--- src/rtl/acg_pkg.sv ---
package acg_pkg;

  // Configuration inputs that force a divider restart when they change.
  typedef struct packed {
    logic slave;
    logic mck_fast;
    logic bck_fast;
  } acg_sel_t;

  // The three generated clock levels, kept together for the output register.
  typedef struct packed {
    logic mck;
    logic bck;
    logic lr;
  } acg_clks_t;

endpackage

--- src/rtl/acg_restart.sv ---
module acg_restart
  import acg_pkg::*;
(
  input  logic     clk_sys,
  input  logic     rst_n,
  input  acg_sel_t sel,
  output logic     restart
);

  acg_sel_t sel_q, sel_d;
  logic     run_q, run_d;

  // Restart on the first edge after reset and whenever any select moves.
  always_comb begin
    restart = !run_q || (sel != sel_q);
    sel_d   = sel;
    run_d   = 1'b1;
  end

  always_ff @(posedge clk_sys or negedge rst_n) begin
    if (!rst_n) begin
      sel_q <= '0;
      run_q <= 1'b0;
    end else begin
      sel_q <= sel_d;
      run_q <= run_d;
    end
  end

endmodule

--- src/rtl/acg_divider.sv ---
// Counter divider whose modulus is chosen at run time between two values.
// It reports the level the output will take after the coming edge.
module acg_divider #(
  parameter int DIV_A      = 3,
  parameter int DIV_B      = 2,
  parameter bit HIGH_FIRST = 1'b1
) (
  input  logic clk_sys,
  input  logic rst_n,
  input  logic en,
  input  logic restart,
  input  logic use_b,
  output logic level_nxt
);

  localparam int DMAX = (DIV_A > DIV_B) ? DIV_A : DIV_B;
  localparam int CW   = (DMAX > 1) ? $clog2(DMAX) : 1;
  localparam logic [CW-1:0] LIM_A = CW'(DIV_A - 1);
  localparam logic [CW-1:0] LIM_B = CW'(DIV_B - 1);
  // HIGH_FIRST: high while count < ceil(D/2). Otherwise: high once count >= floor(D/2).
  localparam logic [CW-1:0] THR_A = HIGH_FIRST ? CW'(DIV_A - DIV_A / 2) : CW'(DIV_A / 2);
  localparam logic [CW-1:0] THR_B = HIGH_FIRST ? CW'(DIV_B - DIV_B / 2) : CW'(DIV_B / 2);

  logic [CW-1:0] cnt_q, cnt_d;
  logic [CW-1:0] lim, thr;

  always_comb begin
    lim = use_b ? LIM_B : LIM_A;
    thr = use_b ? THR_B : THR_A;
    if (restart) begin
      cnt_d = '0;
    end else if (en) begin
      cnt_d = (cnt_q == lim) ? '0 : CW'(cnt_q + 1'b1);
    end else begin
      cnt_d = cnt_q;
    end
  end

  generate
    if (HIGH_FIRST) begin : g_high_first
      assign level_nxt = (cnt_d < thr);
    end else begin : g_low_first
      assign level_nxt = (cnt_d >= thr);
    end
  endgenerate

  always_ff @(posedge clk_sys or negedge rst_n) begin
    if (!rst_n) begin
      cnt_q <= '0;
    end else begin
      cnt_q <= cnt_d;
    end
  end

endmodule

--- src/rtl/acg_sync.sv ---
// Multi-stage synchronizer for the external clocks used in slave mode.
module acg_sync #(
  parameter int W      = 2,
  parameter int STAGES = 2
) (
  input  logic         clk_sys,
  input  logic         rst_n,
  input  logic [W-1:0] d,
  output logic [W-1:0] q
);

  logic [STAGES-1:0][W-1:0] stg_q, stg_d;

  generate
    if (STAGES == 1) begin : g_single
      assign stg_d = d;
    end else begin : g_chain
      assign stg_d = {stg_q[STAGES-2:0], d};
    end
  endgenerate

  always_ff @(posedge clk_sys or negedge rst_n) begin
    if (!rst_n) begin
      stg_q <= '0;
    end else begin
      stg_q <= stg_d;
    end
  end

  assign q = stg_q[STAGES-1];

endmodule

--- src/rtl/audio_clkgen.sv ---
module audio_clkgen
  import acg_pkg::*;
#(
  parameter int FRAME_DIV   = 768,
  parameter int MCK_DIV_256 = 3,
  parameter int MCK_DIV_384 = 2,
  parameter int BCK_DIV_32  = 24,
  parameter int BCK_DIV_64  = 12,
  parameter int SYNC_STAGES = 2
) (
  input  logic clk_sys,
  input  logic rst_n,
  input  logic slave_mode,
  input  logic mck_384,
  input  logic bck_64,
  input  logic bck_in,
  input  logic lr_in,
  output logic mck_out,
  output logic bck_out,
  output logic lr_out
);

  acg_sel_t  sel;
  acg_clks_t gen_nxt, clks_d, clks_q;
  logic      restart;
  logic      div_en;
  logic [1:0] ext_sync;

  assign sel    = '{slave: slave_mode, mck_fast: mck_384, bck_fast: bck_64};
  assign div_en = !slave_mode;

  acg_restart u_restart (
    .clk_sys (clk_sys),
    .rst_n   (rst_n),
    .sel     (sel),
    .restart (restart)
  );

  // Oversampling clock: high-first so the odd divide gives 2 high / 1 low.
  acg_divider #(.DIV_A(MCK_DIV_256), .DIV_B(MCK_DIV_384), .HIGH_FIRST(1'b1)) u_mck_div (
    .clk_sys   (clk_sys),
    .rst_n     (rst_n),
    .en        (div_en),
    .restart   (restart),
    .use_b     (mck_384),
    .level_nxt (gen_nxt.mck)
  );

  // Bit clock: low-first so it falls at phase 0 together with the word clock.
  acg_divider #(.DIV_A(BCK_DIV_32), .DIV_B(BCK_DIV_64), .HIGH_FIRST(1'b0)) u_bck_div (
    .clk_sys   (clk_sys),
    .rst_n     (rst_n),
    .en        (div_en),
    .restart   (restart),
    .use_b     (bck_64),
    .level_nxt (gen_nxt.bck)
  );

  acg_divider #(.DIV_A(FRAME_DIV), .DIV_B(FRAME_DIV), .HIGH_FIRST(1'b0)) u_frame_div (
    .clk_sys   (clk_sys),
    .rst_n     (rst_n),
    .en        (div_en),
    .restart   (restart),
    .use_b     (1'b0),
    .level_nxt (gen_nxt.lr)
  );

  acg_sync #(.W(2), .STAGES(SYNC_STAGES)) u_sync (
    .clk_sys (clk_sys),
    .rst_n   (rst_n),
    .d       ({bck_in, lr_in}),
    .q       (ext_sync)
  );

  always_comb begin
    if (slave_mode) begin
      clks_d = '{mck: 1'b0, bck: ext_sync[1], lr: ext_sync[0]};
    end else begin
      clks_d = gen_nxt;
    end
  end

  // All outputs leave from flops, so no combinational glitch reaches a pin.
  always_ff @(posedge clk_sys or negedge rst_n) begin
    if (!rst_n) begin
      clks_q <= '0;
    end else begin
      clks_q <= clks_d;
    end
  end

  assign mck_out = clks_q.mck;
  assign bck_out = clks_q.bck;
  assign lr_out  = clks_q.lr;

endmodule

--- config.mk ---
export PLATFORM = sky130hd
export DESIGN_NAME = audio_clkgen
export DESIGN_NICKNAME = d
export VERILOG_FILES = /design/src/rtl/acg_pkg.sv /design/src/rtl/acg_restart.sv /design/src/rtl/acg_divider.sv /design/src/rtl/acg_sync.sv /design/src/rtl/audio_clkgen.sv
export SDC_FILE = /design/constraint.sdc
export NUM_CORES = 1
export LEC_CHECK = 0
export ABC_AREA = 1
export BUFFER_PORTS_ARGS = -buffer_cell sky130_fd_sc_hd__buf_2
export CORE_MARGIN = 4
export CORE_UTILIZATION = 52
export DETAILED_ROUTE_END_ITERATION = 12
export PLACE_DENSITY = 0.71
export SLEW_MARGIN = 20
export SYNTH_ARGS = -nofsm -noshare
export SYNTH_HDL_FRONTEND = slang
export SYNTH_SLANG_ARGS = --single-unit
--- constraint.sdc ---
create_clock -name clk_sys -period 4.2 [get_ports clk_sys]
set_input_delay 0.63 -clock clk_sys [delete_from_list [all_inputs] [get_ports clk_sys]]
set_output_delay 0.63 -clock clk_sys [all_outputs]
set_load 0.03 [all_outputs]
Yosys cells after proc, flatten, opt, wreduce, memory -nomap -nowiden
Index checks and enable logic that the tools add are counted.

storage, ports and cells
  register bits = 28
  bits of input ports = 7
  output and inout port bits = 3
  logic and storage cells = 37

operators by class
  add/subtract/negate cells = 3
  $lt $le $gt $ge = 3
  equality and inequality tests = 4
  mux-type cells = 13
  reductions and logical operators = 2

operators by type and width
  cell                   count
  $mux 10                3
  $mux 5                 4
  $add 10x1->10 const B  1
  $eq 10x10->1 const B   1
  $ge 10x9->1 const B    1
  $mux 2                 4
  $add 5x1->5 const B    1
  $eq 5x5->1             1
  $ge 5x5->1             1
  $mux 4                 1
  $mux 3                 1
  $ne 3x3->1             1
  $add 2x1->2 const B    1
  $eq 2x2->1             1
  $lt 2x2->1             1
  $logic_not 1->1        1
  $logic_or 1x1->1       1

Longest topological paths before layout
Gate-level depths: netlist (run 1).

  depth in word-level cells = 7
  gate-level depth with buffers = 12
  depth with buffers taken out = 12

By module
Synthesis (run 1) repeated with hierarchy kept, for this count alone.

second synthesis, totals
  cell total of the unflattened synthesis = 195
  area total of the unflattened synthesis = 1,497.7 sq um

by module, submodules not included
  module                     instances  cells each  area an instance (sq um)  sequential area each (sq um)
  acg_divider (u_frame_div)  1          80          603.1                     250.2
  acg_divider (u_bck_div)    1          52          361.6                     125.1
  acg_restart                1          22          167.7                     100.1
  acg_divider (u_mck_div)    1          24          152.6                     50.0
  audio_clkgen               1          13          112.6                     75.1
  acg_sync                   1          4           100.1                     100.1

Worst setup path before layout (run 1)
OpenSTA, ideal clock, no wires.

  path type = input -> register
  start = in slave_mode
  end = reg clks_q, in the netlist bck_out
  library setup time = 0.120 ns
  arrival time = 1.849 ns
  data required time = 4.080 ns
  path slack = 2.231 ns
  stages on the path = 9
  buffers on the path = 1
  cell sequence = buf_6 > nor2_1 > nand3_1 > nand2_4 > nor2_1 > ha_1 > or2_2 > nor2_1 > a21oi_2

RTL lines
  element                 line                source
  start: declaration      audio_clkgen.sv:13  input logic slave_mode,
  end signal: assignment  audio_clkgen.sv:88  clks_q <= clks_d;
  end: declaration        audio_clkgen.sv:24  acg_clks_t gen_nxt, clks_d, clks_q;

==> results of run 1 <==
-- stage by stage --
stage          cells  setup WS (ns)  area (um^2)  hold slack, ns
2_1_floorplan    173           2.23         1450           0.331
3_3_place_gp     209           1.84         1510           0.335
3_5_place_dp     209           1.78         1510           0.340
4_1_cts          213           2.13         1550           0.302
5_1_grt          213           1.97         1550           0.311
6_report         213           2.14         1550           0.273
-- path summary, 6_finish.rpt --
path	start	to	slack [ns]	cells past startpoint
max	slave_mode	mck_out$_DFF_PN0_	2.14	12
min	rst_n	u_restart.sel_q[1]$_DFF_PN0_	0.27	1
max reg2reg	u_bck_div.cnt_q[0]$_DFF_PN0_	bck_out$_DFF_PN0_	2.28	10
min reg2reg	u_sync.stg_d[2]$_DFF_PN0_	u_sync.q[0]$_DFF_PN0_	0.37	0
max in group asynchronous	rst_n	u_bck_div.cnt_q[0]$_DFF_PN0_	3.54	1
min in group clk_sys	u_sync.stg_d[2]$_DFF_PN0_	u_sync.q[0]$_DFF_PN0_	0.37	0
-- logic make-up after synthesis --
kind of cell,synth area share [%]
other,0.259
DFF,48.4
adders and majority gates,4.32
and+or+nand+nor,30.2
xor gates and xnor gates,3.03
buffers and inverters,9.16
AOI/OAI and AO/OA,4.67
-- power breakdown --
part | internal, uW | switching [uW]
Combinational | 11.0 | 26.4
Clock | 53.1 | 80.1
Sequential | 276 | 2.69
Total | 340 | 109
-- state kept, by name (all words and copies together) (netlist names) --
register           flops
u_restart.run_q        1
u_sync.stg_d           2
u_frame_div.cnt_q     10
lr_out                 1
u_sync.q               2
u_restart.sel_q        3
u_bck_div.cnt_q        5
u_mck_div.cnt_q        2
bck_out                1
mck_out                1
-- placed cells by master, fill, tap and decap left out, types with 4 or more instances in the layout --
| master | n |
|---|---|
| nand2_2 | 5 |
| ha_1 | 5 |
| buf_2 | 9 |
| a21oi_1 | 5 |
| inv_1 | 28 |
| o21ai_0 | 4 |
| nand3_1 | 7 |
| nand4_1 | 7 |
| dfrtp_1 | 28 |
| nor3_1 | 5 |
| nor2_1 | 18 |
| nand2_1 | 36 |
-- cell type report --
type	instances	area [um^2]
clock buffer	4	36.3
timing repair buffer	9	45.0
tap	30	37.5
fill	240	1020
inverter	30	113
sequential	28	701
multi-input combinational	112	614
-- worst reg2reg max path, cell delays in order (launching register included) --
cell,delay (ns)
dfrtp_1,0.42
ha_1,0.15
inv_1,0.04
nor2_1,0.18
nand3_1,0.18
nand2_4,0.13
nor2_1,0.06
ha_1,0.17
or2_2,0.28
nor2_1,0.15
a21oi_2,0.07
-- routing by layer --
metal  vias to the layer above  routed length (um)
li1                        556                   -
met2                        25                1110
met3                         5                  93
met4                         0                  44
met1                       505                1190
met5                         -                   0
==> impl_results.md, run 1 <==
* Vias in the first global route at 1032
* Max FO, Critical Path at 13
* Die height at 60.8 um
* Num ports at 10
* Clock buffer depth at 2
* Die X-Extent at 60.8 um
* YS warnings at 0
* CP delay by family, top: simple AND/OR/NAND/NOR gates
* Initial Util at 56.4%
* Setup Skew at 0.00136 ns
* RSZ-0062 raised after global routing: no
* Core region area at 2570 um^2
* Maximum operating frequency at 486 MHz
* Core Util, Final at 60.2%
* Count leader, synth: nand2_1
* Peak VDD IR at 0.235 mV
* Site Rows at 18
* Cells along the critical path: buf_2, inv_1, nand2_1, nand2_2, nand2_2, nor2_8, inv_1, a21oi_1, ha_1, nand2_1, nand2_1, nor2_1
* Met3 usage at 2.55%
* Detailed-route via count at 1091
* Cell mode on critical path: nand2_1
* Root Driver: clkbuf_4
* Commonest cells in the synthesized netlist: nand2_1 (36), dfrtp_1 (28), inv_1 (28)
* Ys flop type: dfrtp_1
* Critical path launch point type: primary input
* Final setup viols at 0
* Max-slew headroom at 60.8%
* N_diodes at 0
* Buffers & Inverters on Critical Path at 3
* Gpl congestion at 0.846
* Post-CTS Hold Fix Bufs at 0
* Largest net degree at the start of global routing at 29
* Post-synthesis sequential area ratio at 48.4%
* M1 GR Usage at 20.6%
* Final worst path period need at 2.06 ns
* Vias per cell at 5.12
* Yosys cell types at 30
* CTS buffer count at 3
* H-Tree Depth at 1
* Number of synthesized flops with an enable pin at 0
* Dpl hpwl at 1.84 mm
* Number of port buffers at 9
* First-pass GRT wire length at 4.23 mm
* MaxCap Viol Count at 0
* Static leakage at 0.000805 uW
* Tot GR Track Use at 15.4%
* # nets final at 196
* Pwr Density at 291 nW/um^2
* Initial antenna violation count at 0
* Die area at 3690 um^2
* DRT antenna net count at 0
* Final period util at 49.0%
* Final total power at 449 uW
* DRT iter0 DRCs at 23
* Clock edge transition at the registers on the reported setup and hold paths at 0.15 ns
* Setup crit end kind: flip-flop
* Busiest grt layer: met2
* Final wirelength at 2.44 mm
* Fin. Hold Viols at 0
* Clk sink count at 28
* Max-slew violation count at 0
* Yosys top cell by area: dfrtp_1
* Latest clock arrival within the worst-skew pair at 0.33 ns
* Post-cts sizing count at 0
* Residual DRC count at 0
* DR WL/cell at 11.5 um
* GR met2 Demand/Resource at 24.3%
* Area Overhead vs Synth at 6.83%
* Synth async-reset ratio at 100%
* Layout cell share with drive strength beyond 1 at 15.8%
* CP max-delay cell: inv_1
* Synth area leaders: dfrtp_1 (48%), nand2_1 (9.3%), inv_1 (7.3%), nor2_1 (4.7%), ha_1 (4.3%)
* Syn nets at 185
* Post-Syn Area at 1450 um^2
* Worst-Margin Slew at 0.588 ns
* Post-CTS setup buffers at 0
* CTS tree: yes
* DRT Pass-1 Iters at 4
* Share of the synthesized area in the top cell type at 48.4%
* CP Data Arrival Time at 2.34 ns
* TNS Setup at 0 ns
* Max incr delay on CP at 0.31 ns
* Hold/Removal Path Class: in2async
* Total congestion overflow at 0
* Critical Path RT at 4.48 ns
* Run status: finished clean
* Post-synthesis register bit count at 28
* Critical path class: in2reg
* Syn Area/Cell at 8.37 um^2
* Synth Instances at 173
(Power assumes the default switching activity.)
==> run 2: changes to the inputs <==
--- a/config.mk
+++ b/config.mk
@@ -5,12 +5,12 @@
 export SDC_FILE = /design/constraint.sdc
 export NUM_CORES = 1
 export LEC_CHECK = 0
-export ABC_AREA = 1
+export ABC_AREA = 0
 export BUFFER_PORTS_ARGS = -buffer_cell sky130_fd_sc_hd__buf_2
 export CORE_MARGIN = 4
 export CORE_UTILIZATION = 52
 export DETAILED_ROUTE_END_ITERATION = 12
-export PLACE_DENSITY = 0.71
+export PLACE_DENSITY = 0.74
 export SLEW_MARGIN = 20
 export SYNTH_ARGS = -nofsm -noshare
 export SYNTH_HDL_FRONTEND = slang
==> constraint.sdc (replaced) <==
create_clock -name clk_sys -period 1.8 [get_ports clk_sys]
set_input_delay 0.27 -clock clk_sys [delete_from_list [all_inputs] [get_ports clk_sys]]
set_output_delay 0.27 -clock clk_sys [all_outputs]
set_load 0.03 [all_outputs]
==> run 2 against run 1 <==
  * The run now ends with negative setup slack left
  * Sequential power rose by 130%
  * Routed wire length rose by 11%
  * Sequential share of layout area fell by 5.6 points
  * Setup slack got worse by 2.2 ns
  * Worst hold slack got worse by 0.25 ns
  * Largest power group unchanged
  * Highest routed layer unchanged
==> impl_results.md, run 2 <==
* Hold path cells at 1
* Syn Area/Cell at 11.4 um^2 (was 8.37 um^2)
* # nets final at 166 (was 196)
* Number of port buffers at 9 (unchanged)
* DRT antenna net count at 0 (unchanged)
* Largest net degree at the start of global routing at 29 (unchanged)
* Site Rows at 18 (unchanged)
* Post-synthesis register bit count at 28 (unchanged)
* Die height at 59.0 um (was 60.8 um)
* Number of flip-flops in the largest register at 10 (unchanged)
* Run status: finished with violations (was finished clean)
* Multi-input gate area at 744 um^2 (was 614 um^2)
* Final wirelength at 2.72 mm (was 2.44 mm)
* Vias per cell at 5.52 (was 5.12)
* Clock edge transition at the registers on the reported setup and hold paths at 0.15 ns (about the same)
* Final period util at 105%
* Post-Synth Simple-Gate Area at 20.1% (was 30.2%)
* Setup crit end kind: flip-flop (unchanged)
* Hold/Removal Path Class: in2reg (was in2async)
* R2R depth at 10 (unchanged)
* Detailed-route via count at 1010 (was 1091)
* Yosys cell types at 39 (was 30)
* Initial Util at 54.5% (was 56.4%)
* N_diodes at 0 (unchanged)
* DR WL/cell at 14.9 um (was 11.5 um)
* Static leakage at 0.000785 uW (was 0.000805 uW)
* DRT Pass-1 Iters at 4 (unchanged)
* Synth async-reset ratio at 100% (unchanged)
* Root Driver: clkbuf_4 (unchanged)
* Part of the power in registers at 59.9% (was 62.0%)
* Commonest non-fill, non-tap cell in the layout: dfrtp_1 (was nand2_1)
* Sequential Area at 703 um^2 (was 701 um^2)
* Max-slew headroom at 59.7% (was 60.8%)
* Area Overhead vs Synth at 31.2% (was 6.83%)
* Clock share of power at 29.0% (was 29.6%)
* FF-to-FF setup slack at -0.09 ns (was 2.28 ns)
* Count leader, synth: dfrtp_1 (was nand2_1)
* Mux contribution to synthesized area at 2.32% (was 0%)
* Final setup viols at 1 (was 0)
* CTS tree: yes (unchanged)
* Commonest cells in the synthesized netlist: dfrtp_1 (28), nor2_1 (15), xnor2_1 (7) (was nand2_1 (36), dfrtp_1 (28), inv_1 (28))
* Final worst slack at -0.0924 ns (was 2.14 ns)
* Adder-cell share of the synthesized area at 4.63% (was 4.32%)
* YS warnings at 0 (unchanged)
* CP Data Arrival Time at 2.18 ns (was 2.34 ns)
* Critical path class: reg2reg (was in2reg)
* Setup Skew at 0.00143 ns (was 0.00136 ns)
* Most frequent cells in the layout: dfrtp_1 (26), buf_4 (22), nor2_1 (14), buf_2 (9) (was nand2_1 (36), inv_1 (28), dfrtp_1 (28), nor2_1 (18), buf_2 (9))
* H-Tree Depth at 1 (unchanged)
* Total congestion overflow at 0 (unchanged)
* Clock buffer depth at 2 (unchanged)
* Part of the power in combinational logic at 11.1% (was 8.3%)
* Synth Instances at 118 (was 173)
* RSZ-0062 raised after global routing: yes (was no)
* Min-delay src: lr_in
* Vias in the first global route at 1071 (was 1032)
* Post-Syn Area at 1350 um^2 (was 1450 um^2)
* Biggest register: u_frame_div.cnt_q (unchanged)
* Largest family of logic cells by synthesized area: simple AND/OR/NAND/NOR gates (unchanged)
* Sw frac at 24.4% (was 24.3%)
* MaxCap Viol Count at 0 (unchanged)
* Peak VDD IR at 0.559 mV (was 0.235 mV)
* Top Registers: u_frame_div.cnt_q: 10 flops, u_bck_div.cnt_q: 5 flops, u_restart.sel_q: 3 flops (unchanged)
* Clk sink count at 28 (unchanged)
* Yosys top cell by area: dfrtp_1 (unchanged)
* Worst-Margin Slew at 0.605 ns (was 0.588 ns)
* Critical path launch point type: flip-flop (was primary input)
* Core region area at 2480 um^2 (was 2570 um^2)
* WHS Endpoint: u_sync.stg_d[2]$_DFF_PN0_
* Maximum operating frequency at 528 MHz
* Fin. Hold Viols at 0 (unchanged)
* Pwr Density at 613 nW/um^2 (was 291 nW/um^2)
* Tot GR Track Use at 17.8% (was 15.4%)
* Final worst path period need at 1.89 ns
* Residual DRC count at 0 (unchanged)
* Num ports at 10 (unchanged)
* Max FO, Critical Path at 2 (was 13)
* Fill count at 184 (was 240)
* Non-Filler Instances at 183 (was 213)
* Gpl congestion at 0.846 (about the same)
* First-pass GRT wire length at 4.61 mm (was 4.23 mm)
* Synth area leaders: dfrtp_1 (52%), ha_1 (4.6%), xnor2_1 (4.5%), nor2_1 (4.2%), xor2_1 (3.9%) (was dfrtp_1 (48%), nand2_1 (9.3%), inv_1 (7.3%), nor2_1 (4.7%), ha_1 (4.3%))
* Switch Pwr at 265 uW (was 109 uW)
* Post-synthesis sequential area ratio at 51.9% (was 48.4%)
* XOR/XNOR share of the synthesized area at 8.43% (was 3.03%)
* Latest clock arrival within the worst-skew pair at 0.33 ns (about the same)
* Placed insts at 173 (was 209)
* Ys flop type: dfrtp_1 (unchanged)
* Die area at 3480 um^2 (was 3690 um^2)
* Dpl hpwl at 1.86 mm (was 1.84 mm)
* Pint at 822 uW (was 340 uW)
* CTS buffer count at 3 (unchanged)
* Worst R2R End: bck_out$_DFF_PN0_ (unchanged)
* Number of synthesized flops with an enable pin at 0 (unchanged)
* Crit path from: u_bck_div.cnt_q[1]$_DFF_PN0_ (was slave_mode)
* Critical Path RT at 2.08 ns (was 4.48 ns)
* Reg2reg start: u_bck_div.cnt_q[1]$_DFF_PN0_ (was u_bck_div.cnt_q[0]$_DFF_PN0_)
* Die X-Extent at 59.0 um (was 60.8 um)
* Hold slack at 0.0275 ns (was 0.273 ns)
* Pre-CTS setup slack at -0.134 ns (was 1.78 ns)
* Share of the synthesized area in the top cell type at 51.9% (was 48.4%)
* Violated checks: negative setup slack
* Syn nets at 130 (was 185)
* Post-synthesis compound-gate area fraction at 9.82% (was 4.67%)
* Initial antenna violation count at 0 (unchanged)
* DRT iter0 DRCs at 23 (unchanged)
* Max-slew violation count at 0 (unchanged)
* Layout cell share with drive strength beyond 1 at 39.9% (was 15.8%)
==> run 2: cell types whose count changed after synthesis, moves of 5 or more <==
| cell | delta |
|---|---|
| inv_1 | -23 |
| nand2_1 | -32 |
| nand2_2 | -5 |
| nand3_1 | -6 |
| nand4_1 | -5 |
| nor2b_1 | +5 |
==> run 2: kinds of logic after synthesis <==
family | count (synthesis)
compound gates | 17
xor+xnor | 13
fa+ha+maj | 5
buf+inv | 7
flops | 28
mux | 3
other cells | 1
simple gates | 44
==> run 2: layout make-up <==
class	instances	share of cell area (%)
Clock buffer	4	2.05
Inverter	5	1.06
Timing Repair Buffer	33	13.1
Tap cell	30	2.12
Multi-Input combinational cell	83	42.0
Sequential cell	28	39.7
==> run 2: stage by stage <==
| step | instance area, um^2 | TNS [ns] | power, uW | utilization (%) |
|---|---|---|---|---|
| 2_1_floorplan | 1400 | -0.0482 | 723 | - |
| 3_3_place_gp | 1600 | -0.0858 | 768 | 64.4 |
| 3_5_place_dp | 1600 | -0.249 | 772 | 64.4 |
| 4_1_cts | 1680 | -0.107 | 1090 | 67.8 |
| 5_1_grt | 1770 | -0.226 | 1130 | 71.5 |
| 6_report | 1770 | -0.0924 | 1090 | 71.5 |
==> run 2: timing repair <==
action,4_1_cts,5_1_grt
gates cloned,0,0
pin swaps,2,12
hold endpoints to repair,28,0
hold buffers,1,0
resized for setup,5,11
setup endpoints to repair,1,3
setup buffers,0,5
==> run 2: layer usage <==
layer  part of all wire [%]  GRT usage, %  vias up
li1                       -             -      477
met1                     43          20.7      512
met4                    2.6          9.06        0
met5                      0             0        -
met2                     51          30.3       14
met3                    3.2          4.39        7
==> run 2: worst max path at each step <==
| stage | to | slack (ns) | depth (start not counted) |
|---|---|---|---|
| 6_report | bck_out$_DFF_PN0_ | -0.09 | 10 |
| 5_1_grt | bck_out$_DFF_PN0_ | -0.23 | 10 |
| 4_1_cts | bck_out$_DFF_PN0_ | -0.11 | 9 |
| 3_5_place_dp | bck_out$_DFF_PN0_ | -0.13 | 9 |
| 3_3_place_gp | bck_out$_DFF_PN0_ | -0.07 | 9 |
| 2_1_floorplan | bck_out$_DFF_PN0_ | -0.05 | 8 |
==> run 2: critical path, stage by stage, from the launching register on <==
cell and delay, ns:
dfrtp_1 0.42, buf_4 0.14, buf_4 0.13, nand4_1 0.14
xor2_2 0.20, nor2_4 0.06, ha_4 0.25, inv_1 0.03
a221o_1 0.25, nand3b_1 0.08, a31o_1 0.15
==> run 2: power by group through the flow <==
| stage | registers [uW] | clock network (uW) | logic, uW |
|---|---|---|---|
| 2_1_floorplan | 671 | 0 | 52.2 |
| 3_3_place_gp | 663 | 0 | 105 |
| 3_5_place_dp | 663 | 0 | 109 |
| 4_1_cts | 652 | 320 | 113 |
| 5_1_grt | 653 | 345 | 133 |
| 6_report | 651 | 315 | 121 |
